### config.mk
export PLATFORM = sky130hd
export DESIGN_NAME = cvsd_codec
export DESIGN_NICKNAME = d
export VERILOG_FILES = /design/src/rtl/cvsd_pkg.sv /design/src/rtl/cvsd_slope.sv /design/src/rtl/cvsd_ctrl.sv /design/src/rtl/cvsd_codec.sv
export SDC_FILE = /design/constraint.sdc
export NUM_CORES = 1
export LEC_CHECK = 0
export BUFFER_PORTS_ARGS = -buffer_cell sky130_fd_sc_hd__buf_2
export CORE_ASPECT_RATIO = 0.6
export CORE_MARGIN = 1.5
export CORE_UTILIZATION = 25
export CTS_CLUSTER_DIAMETER = 80
export DETAILED_ROUTE_END_ITERATION = 8
export PLACE_DENSITY = 0.39
export SLEW_MARGIN = 20
export SYNTH_ARGS = -nofsm -noshare
export SYNTH_HDL_FRONTEND = slang
export SYNTH_SLANG_ARGS = --single-unit
### constraint.sdc
create_clock -name clk -period 9.4 [get_ports clk]
set_clock_uncertainty 0.15 [all_clocks]
set_input_delay 0.47 -clock clk [delete_from_list [all_inputs] [get_ports clk]]
set_output_delay 0.47 -clock clk [all_outputs]
set_load 0.02 [all_outputs]
### src/rtl/cvsd_pkg.sv
package cvsd_pkg;
  // Strobes the control sends to one direction's slope datapath
  typedef struct packed {
    logic upd;     // advance state this cycle
    logic bitVal;  // bit applied on this update
    logic use3;    // 3-bit run detection when set
  } slopeCtl_t;
endpackage

### src/rtl/cvsd_slope.sv
module cvsd_slope
  import cvsd_pkg::*;
#(
  parameter int W          = 16,
  parameter int STEP_MIN   = 16,
  parameter int STEP_MAX   = 4096,
  parameter int STEP_INC   = 64,
  parameter int SYL_SHIFT  = 4,
  parameter int LEAK_SHIFT = 5,
  parameter int HIST_W     = 4
) (
  input  logic                clk,
  input  logic                rst,
  input  slopeCtl_t           ctl,
  output logic signed [W-1:0] est,
  output logic                lastBit
);
  localparam int AW = W + 3;
  localparam logic [W-1:0] SMIN = W'(STEP_MIN);
  localparam logic [W-1:0] SMAX = W'(STEP_MAX);
  localparam logic [W:0]   SINC = (W+1)'(STEP_INC);
  localparam logic signed [AW-1:0] HI = AW'((1 << (W-1)) - 1);
  localparam logic signed [AW-1:0] LO = -AW'(1 << (W-1));
  localparam logic [HIST_W-1:0] HIST_RST = HIST_W'(4'b0101);

  logic [HIST_W-1:0] hist, histNext;
  logic [W-1:0]      step, stepNext, stepDecay;
  logic [W:0]        stepGrow;
  logic              coin3, coin4, coin;
  logic signed [AW-1:0] estX, stepX, sum, leaked;
  logic signed [W-1:0]  estNext;

  // run detection on the history including the incoming bit
  always_comb begin
    histNext = {hist[HIST_W-2:0], ctl.bitVal};
    coin3 = (histNext[2:0] == 3'b000) || (histNext[2:0] == 3'b111);
    coin4 = (histNext[3:0] == 4'b0000) || (histNext[3:0] == 4'b1111);
    coin  = ctl.use3 ? coin3 : coin4;
  end

  // syllabic integrator: grow on a run, leak otherwise
  always_comb begin
    stepGrow  = {1'b0, step} + SINC;
    stepDecay = step - (step >> SYL_SHIFT);
    if (coin)
      stepNext = (stepGrow > {1'b0, SMAX}) ? SMAX : stepGrow[W-1:0];
    else
      stepNext = (stepDecay < SMIN) ? SMIN : stepDecay;
  end

  // principal integrator: move by step, leak, saturate
  always_comb begin
    estX   = {{3{est[W-1]}}, est};
    stepX  = $signed({3'b000, stepNext});
    sum    = ctl.bitVal ? (estX + stepX) : (estX - stepX);
    leaked = sum - (sum >>> LEAK_SHIFT);
    if (leaked > HI)      estNext = HI[W-1:0];
    else if (leaked < LO) estNext = LO[W-1:0];
    else                  estNext = leaked[W-1:0];
  end

  always_ff @(posedge clk) begin
    if (rst) begin
      hist <= HIST_RST;
      step <= SMIN;
      est  <= '0;
    end else if (ctl.upd) begin
      hist <= histNext;
      step <= stepNext;
      est  <= estNext;
    end
  end

  assign lastBit = hist[0];

  p_step_bounds_r3: assert property (@(posedge clk) disable iff (rst)
    (step >= SMIN) && (step <= SMAX));
  p_run_grows_r3: assert property (@(posedge clk) disable iff (rst)
    (ctl.upd && coin) |=> (step >= $past(step)));
  p_freeze_r8: assert property (@(posedge clk) disable iff (rst)
    !ctl.upd |=> ($stable(est) && $stable(step) && $stable(hist)));
  p_bit_recorded_r9: assert property (@(posedge clk) disable iff (rst)
    ctl.upd |=> (lastBit == $past(ctl.bitVal)));
endmodule

### src/rtl/cvsd_ctrl.sv
module cvsd_ctrl
  import cvsd_pkg::*;
#(
  parameter int W = 16
) (
  input  logic                clk,
  input  logic                rst,
  input  logic                powerSaveN,
  input  logic                algo3Bit,
  input  logic                encEn,
  input  logic                encForceIdleN,
  input  logic signed [W-1:0] encSample,
  input  logic signed [W-1:0] encEst,
  input  logic                encLast,
  input  logic                decEn,
  input  logic                decForceIdleN,
  input  logic                decBitIn,
  input  logic                decLast,
  output slopeCtl_t           encCtl,
  output slopeCtl_t           decCtl,
  output logic                encBit
);
  logic encNewBit;

  always_comb begin
    encNewBit = !encForceIdleN ? ~encLast : (encSample >= encEst);
    encCtl.upd    = encEn && powerSaveN;
    encCtl.bitVal = encNewBit;
    encCtl.use3   = algo3Bit;
    decCtl.upd    = decEn && powerSaveN;
    decCtl.bitVal = !decForceIdleN ? ~decLast : decBitIn;
    decCtl.use3   = algo3Bit;
  end

  always_ff @(posedge clk) begin
    if (rst)             encBit <= 1'b1;
    else if (encCtl.upd) encBit <= encNewBit;
  end

  p_idle_alternates_r5: assert property (@(posedge clk) disable iff (rst)
    (encCtl.upd && !encForceIdleN) |=> (encBit != $past(encBit)));
  p_hold_in_powersave_r8: assert property (@(posedge clk) disable iff (rst)
    !powerSaveN |=> $stable(encBit));
  p_dec_idle_flip_r6: assert property (@(posedge clk) disable iff (rst)
    (decCtl.upd && !decForceIdleN) |-> (decCtl.bitVal != decLast));
endmodule

### src/rtl/cvsd_codec.sv
module cvsd_codec
  import cvsd_pkg::*;
#(
  parameter int W          = 16,
  parameter int STEP_MIN   = 16,
  parameter int STEP_MAX   = 4096,
  parameter int STEP_INC   = 64,
  parameter int SYL_SHIFT  = 4,
  parameter int LEAK_SHIFT = 5
) (
  input  logic         clk,
  input  logic         rst,
  input  logic         powerSaveN,
  input  logic         algo3Bit,
  input  logic         encEn,
  input  logic [W-1:0] encSample,
  input  logic         encForceIdleN,
  input  logic         dataEnable,
  output logic         encBit,
  output logic         encBitValid,
  input  logic         decEn,
  input  logic         decBit,
  input  logic         decForceIdleN,
  output logic [W-1:0] decSample
);
  slopeCtl_t encCtl, decCtl;
  logic signed [W-1:0] encEst, decEst;
  logic encLast, decLast;

  cvsd_ctrl #(.W(W)) u_ctrl (
    .clk(clk), .rst(rst), .powerSaveN(powerSaveN), .algo3Bit(algo3Bit),
    .encEn(encEn), .encForceIdleN(encForceIdleN), .encSample($signed(encSample)),
    .encEst(encEst), .encLast(encLast),
    .decEn(decEn), .decForceIdleN(decForceIdleN), .decBitIn(decBit),
    .decLast(decLast), .encCtl(encCtl), .decCtl(decCtl), .encBit(encBit)
  );

  cvsd_slope #(.W(W), .STEP_MIN(STEP_MIN), .STEP_MAX(STEP_MAX), .STEP_INC(STEP_INC),
               .SYL_SHIFT(SYL_SHIFT), .LEAK_SHIFT(LEAK_SHIFT)) u_encPath (
    .clk(clk), .rst(rst), .ctl(encCtl), .est(encEst), .lastBit(encLast)
  );

  cvsd_slope #(.W(W), .STEP_MIN(STEP_MIN), .STEP_MAX(STEP_MAX), .STEP_INC(STEP_INC),
               .SYL_SHIFT(SYL_SHIFT), .LEAK_SHIFT(LEAK_SHIFT)) u_decPath (
    .clk(clk), .rst(rst), .ctl(decCtl), .est(decEst), .lastBit(decLast)
  );

  assign decSample   = decEst;
  assign encBitValid = dataEnable && powerSaveN;

  p_valid_gated_r7: assert property (@(posedge clk) disable iff (rst)
    !powerSaveN |-> !encBitValid);
  p_dec_hold_r10: assert property (@(posedge clk) disable iff (rst)
    !decCtl.upd |=> $stable(decSample));
endmodule

==> flow_summary.yaml <==
global_routing:
  antenna_found_initial: 0
  grt_max_degree: 64
  grt_pass1_wl_mm: 56.0
  grt_pass1_vias: 9399
  groute.usage.overall_pct: 17.7
  grt_overflow_total: 0
timing:
  final_hold_viol_count: 0
  fmax_mhz: 113
  min_period_over_period_pct: 94.6
  worst_pin_slew_ns: 1.06
  slew-limit-headroom_pct: 29.2
  period_needed_ns: 8.89
  holdWs_ns: 0.338
  maxSlewViolCount: 0
  finalSetupViolCount: 0
cts:
  clock-root-buffer: "clkbuf_16"
  htreeDepth: 3
  clkLatencyLatePin_ns: 0.35
  cts_tree: "yes"
  clkSinkCount: 70
  cts_made_buffers: 9
  path_clk_slew_ns: 0.06
  cts_buffer_depth: 2
critical_path:
  crit_slowest_cell: "a2111o_1"
  critPathMostFrequentCell: "ha_1"
  crit_path_max_fanout: 6
  crit_path_end_kind: "flip-flop"
  cpPeakStageDelay_ns: 0.45
  start_kind: "flip-flop"
  rrSetupSlack_ns: 0.51
  path_class: "reg2reg"
  cp.required_ns: 9.44
  critPathArrivalTime_ns: 8.93
final_layout:
  multi_input_area_um2: 8230
  final-seq-area_um2: 1400
  fillers: 4181
  drive_above_1_share_pct: 17.1
  nNetsFinal: 1637
  area_delta_synth_final_pct: 22.6
  num_antenna_cells: 0
synthesis:
  yosysWarningCount: 0
  synth_common_cells: "nor2_1 (149), nand2_1 (119), ha_1 (111)"
  synth-main-ff-cell: "dfxtp_1"
  synth_seq_cells: 70
  netlist_area_um2: 9890
  synth.avg_cell_area_um2: 7.26
  synth_enable_flop_cells: 0
  synth_top_area_share_pct: 14.2
  synth_seq_area_share_pct: 14.2
  yosysTopAreaCell: "dfxtp_1"
  synth_most_common_cell: "nor2_1"
  synth_cell_types: 87
  syn-num-nets: 1505
  async_flop_share_pct: 0
  yosys-top-cells-area: "dfxtp_1 (14%), ha_1 (14%), xnor2_1 (7.2%), nor2_1 (5.7%), a21oi_1 (5.1%)"
  synthCells: 1362
place:
  dp_hpwl_mm: 28.8
  place.gp.congestion: 0.826
  io_buffers: 43
die:
  start_util_pct: 25.4
  boundaryPins: 44
  core_um2: 39000
  die_width_um: 260
  die_y_um: 157
  die-area_um2: 40800
  num_rows: 56
route:
  vias_per_cell: 5.06
  drtPass1Iterations: 5
  vias: 10200
  wire_per_inst_um: 17.8
  initialDrtViolationCount: 848
  route.detailed.drc: 0
  wirelength_mm: 35.9
  ant_nets: 0
hold_path:
  hold_path_class: "reg2reg"
status:
  status: "completed"
job:
  max_cap_viol_count: 0
## per-layer routing
layer  GRT usage (%)  share of wire, %
met2            21.3                34
met4            2.69              0.85
met5               0                 0
met3            2.37               4.3
met1            31.0                61
## layout make-up
type / instances / area share (%)
clock buffer: 11 / 1.92
clock inverter: 4 / 0.598
multi-input combinational: 1154 / 67.9
timing repair buffer: 167 / 9.80
tap: 522 / 5.38
sequential: 70 / 11.6
inverter: 92 / 2.89
## repair_timing
item	4_1_cts	5_1_grt
gates cloned	0	1
pin swaps	0	20
endpoints found under the setup margin	15	32
setup buffers	0	7
gates resized for setup	2	60
hold buffers	0	0
## registers in the layout, indices dropped and copies added (netlist names)
register        count
u_decPath.hist      3
u_decPath.est      16
u_encPath.hist      3
u_decPath.step     16
u_encPath.est      16
u_encPath.step     16
## cells in the final DEF, fill, tap and decap left out, drive strengths merged, types with 7 or more instances in the layout
cell	count
and2	15
or3	12
dfxtp	70
and3	11
o21ai	78
or2	8
a21o	35
nor2	149
a21oi	101
mux2i	9
o2111ai	7
o21bai	8
nand2	120
xnor2	82
a211o	8
buf	166
clkbuf	12
o21a	29
nor3	49
ha	111
a31oi	15
xor2	35
a22oi	8
a311oi	16
nand4	10
nor2b	13
inv	91
nor4	11
a221o	13
nand2b	14
o31ai	8
o211ai	9
a211oi	41
nand3	36
## cell families (layout without fill, tap and decap cells)
family | count (synthesis) | after routing | synth area share (%)
AND/OR/NAND/NOR | 477 | 477 | 23.2
AO/OA/AOI/OAI | 430 | 430 | 30.0
buffers and inverters | 138 | 274 | 5.48
adder cells (fa/ha/maj) | 118 | 118 | 15.4
XOR/XNOR | 117 | 117 | 10.5
flip-flops | 70 | 70 | 14.2
multiplexers | 12 | 12 | 1.25
## path summary, 6_finish.rpt
kind,startpoint,end,cells after the start
worst min-delay path,u_decPath.hist[2]$_SDFFE_PP1P_,u_decPath.hist[2]$_SDFFE_PP1P_,2
worst max register to register,u_encPath.est[5]$_SDFFE_PP0P_,u_encPath.est[14]$_SDFFE_PP0P_,38
worst min register to register,u_decPath.hist[2]$_SDFFE_PP1P_,u_decPath.hist[2]$_SDFFE_PP1P_,2
worst max-delay path,u_encPath.est[5]$_SDFFE_PP0P_,u_encPath.est[14]$_SDFFE_PP0P_,38
## worst max-delay path: cells and delay by family, from the launching register on
family                     cells  cell delay, ns
and+or+nand+nor                4            0.84
muxes                          1            0.37
adders and majority gates      4            1.12
AOI/OAI and AO/OA             22            4.72
buffers and inverters          5            0.68
xor gates and xnor gates       2            0.46
DFF                            1            0.39
## metrics by stage
| step | setup TNS (ns) | util (%) | setup slack, ns | area [µm²] | cells |
|---|---|---|---|---|---|
| 5_1_grt | -0.569 | 31.1 | -0.0577 | 12100 | 2020 |
| 3_5_place_dp | -1.27 | 29.4 | -0.120 | 11500 | 1997 |
| 4_1_cts | 0 | 30.2 | 0.0352 | 11800 | 2012 |
| 3_3_place_gp | -1.11 | 29.4 | -0.130 | 11500 | 1997 |
| 2_1_floorplan | 0 | - | 0.127 | 9900 | 1362 |
| 6_report | 0 | 31.1 | 0.511 | 12100 | 2020 |
Power is not shown: default switching activity piles up to over one toggle a cycle in this logic, so the estimate is an artifact.
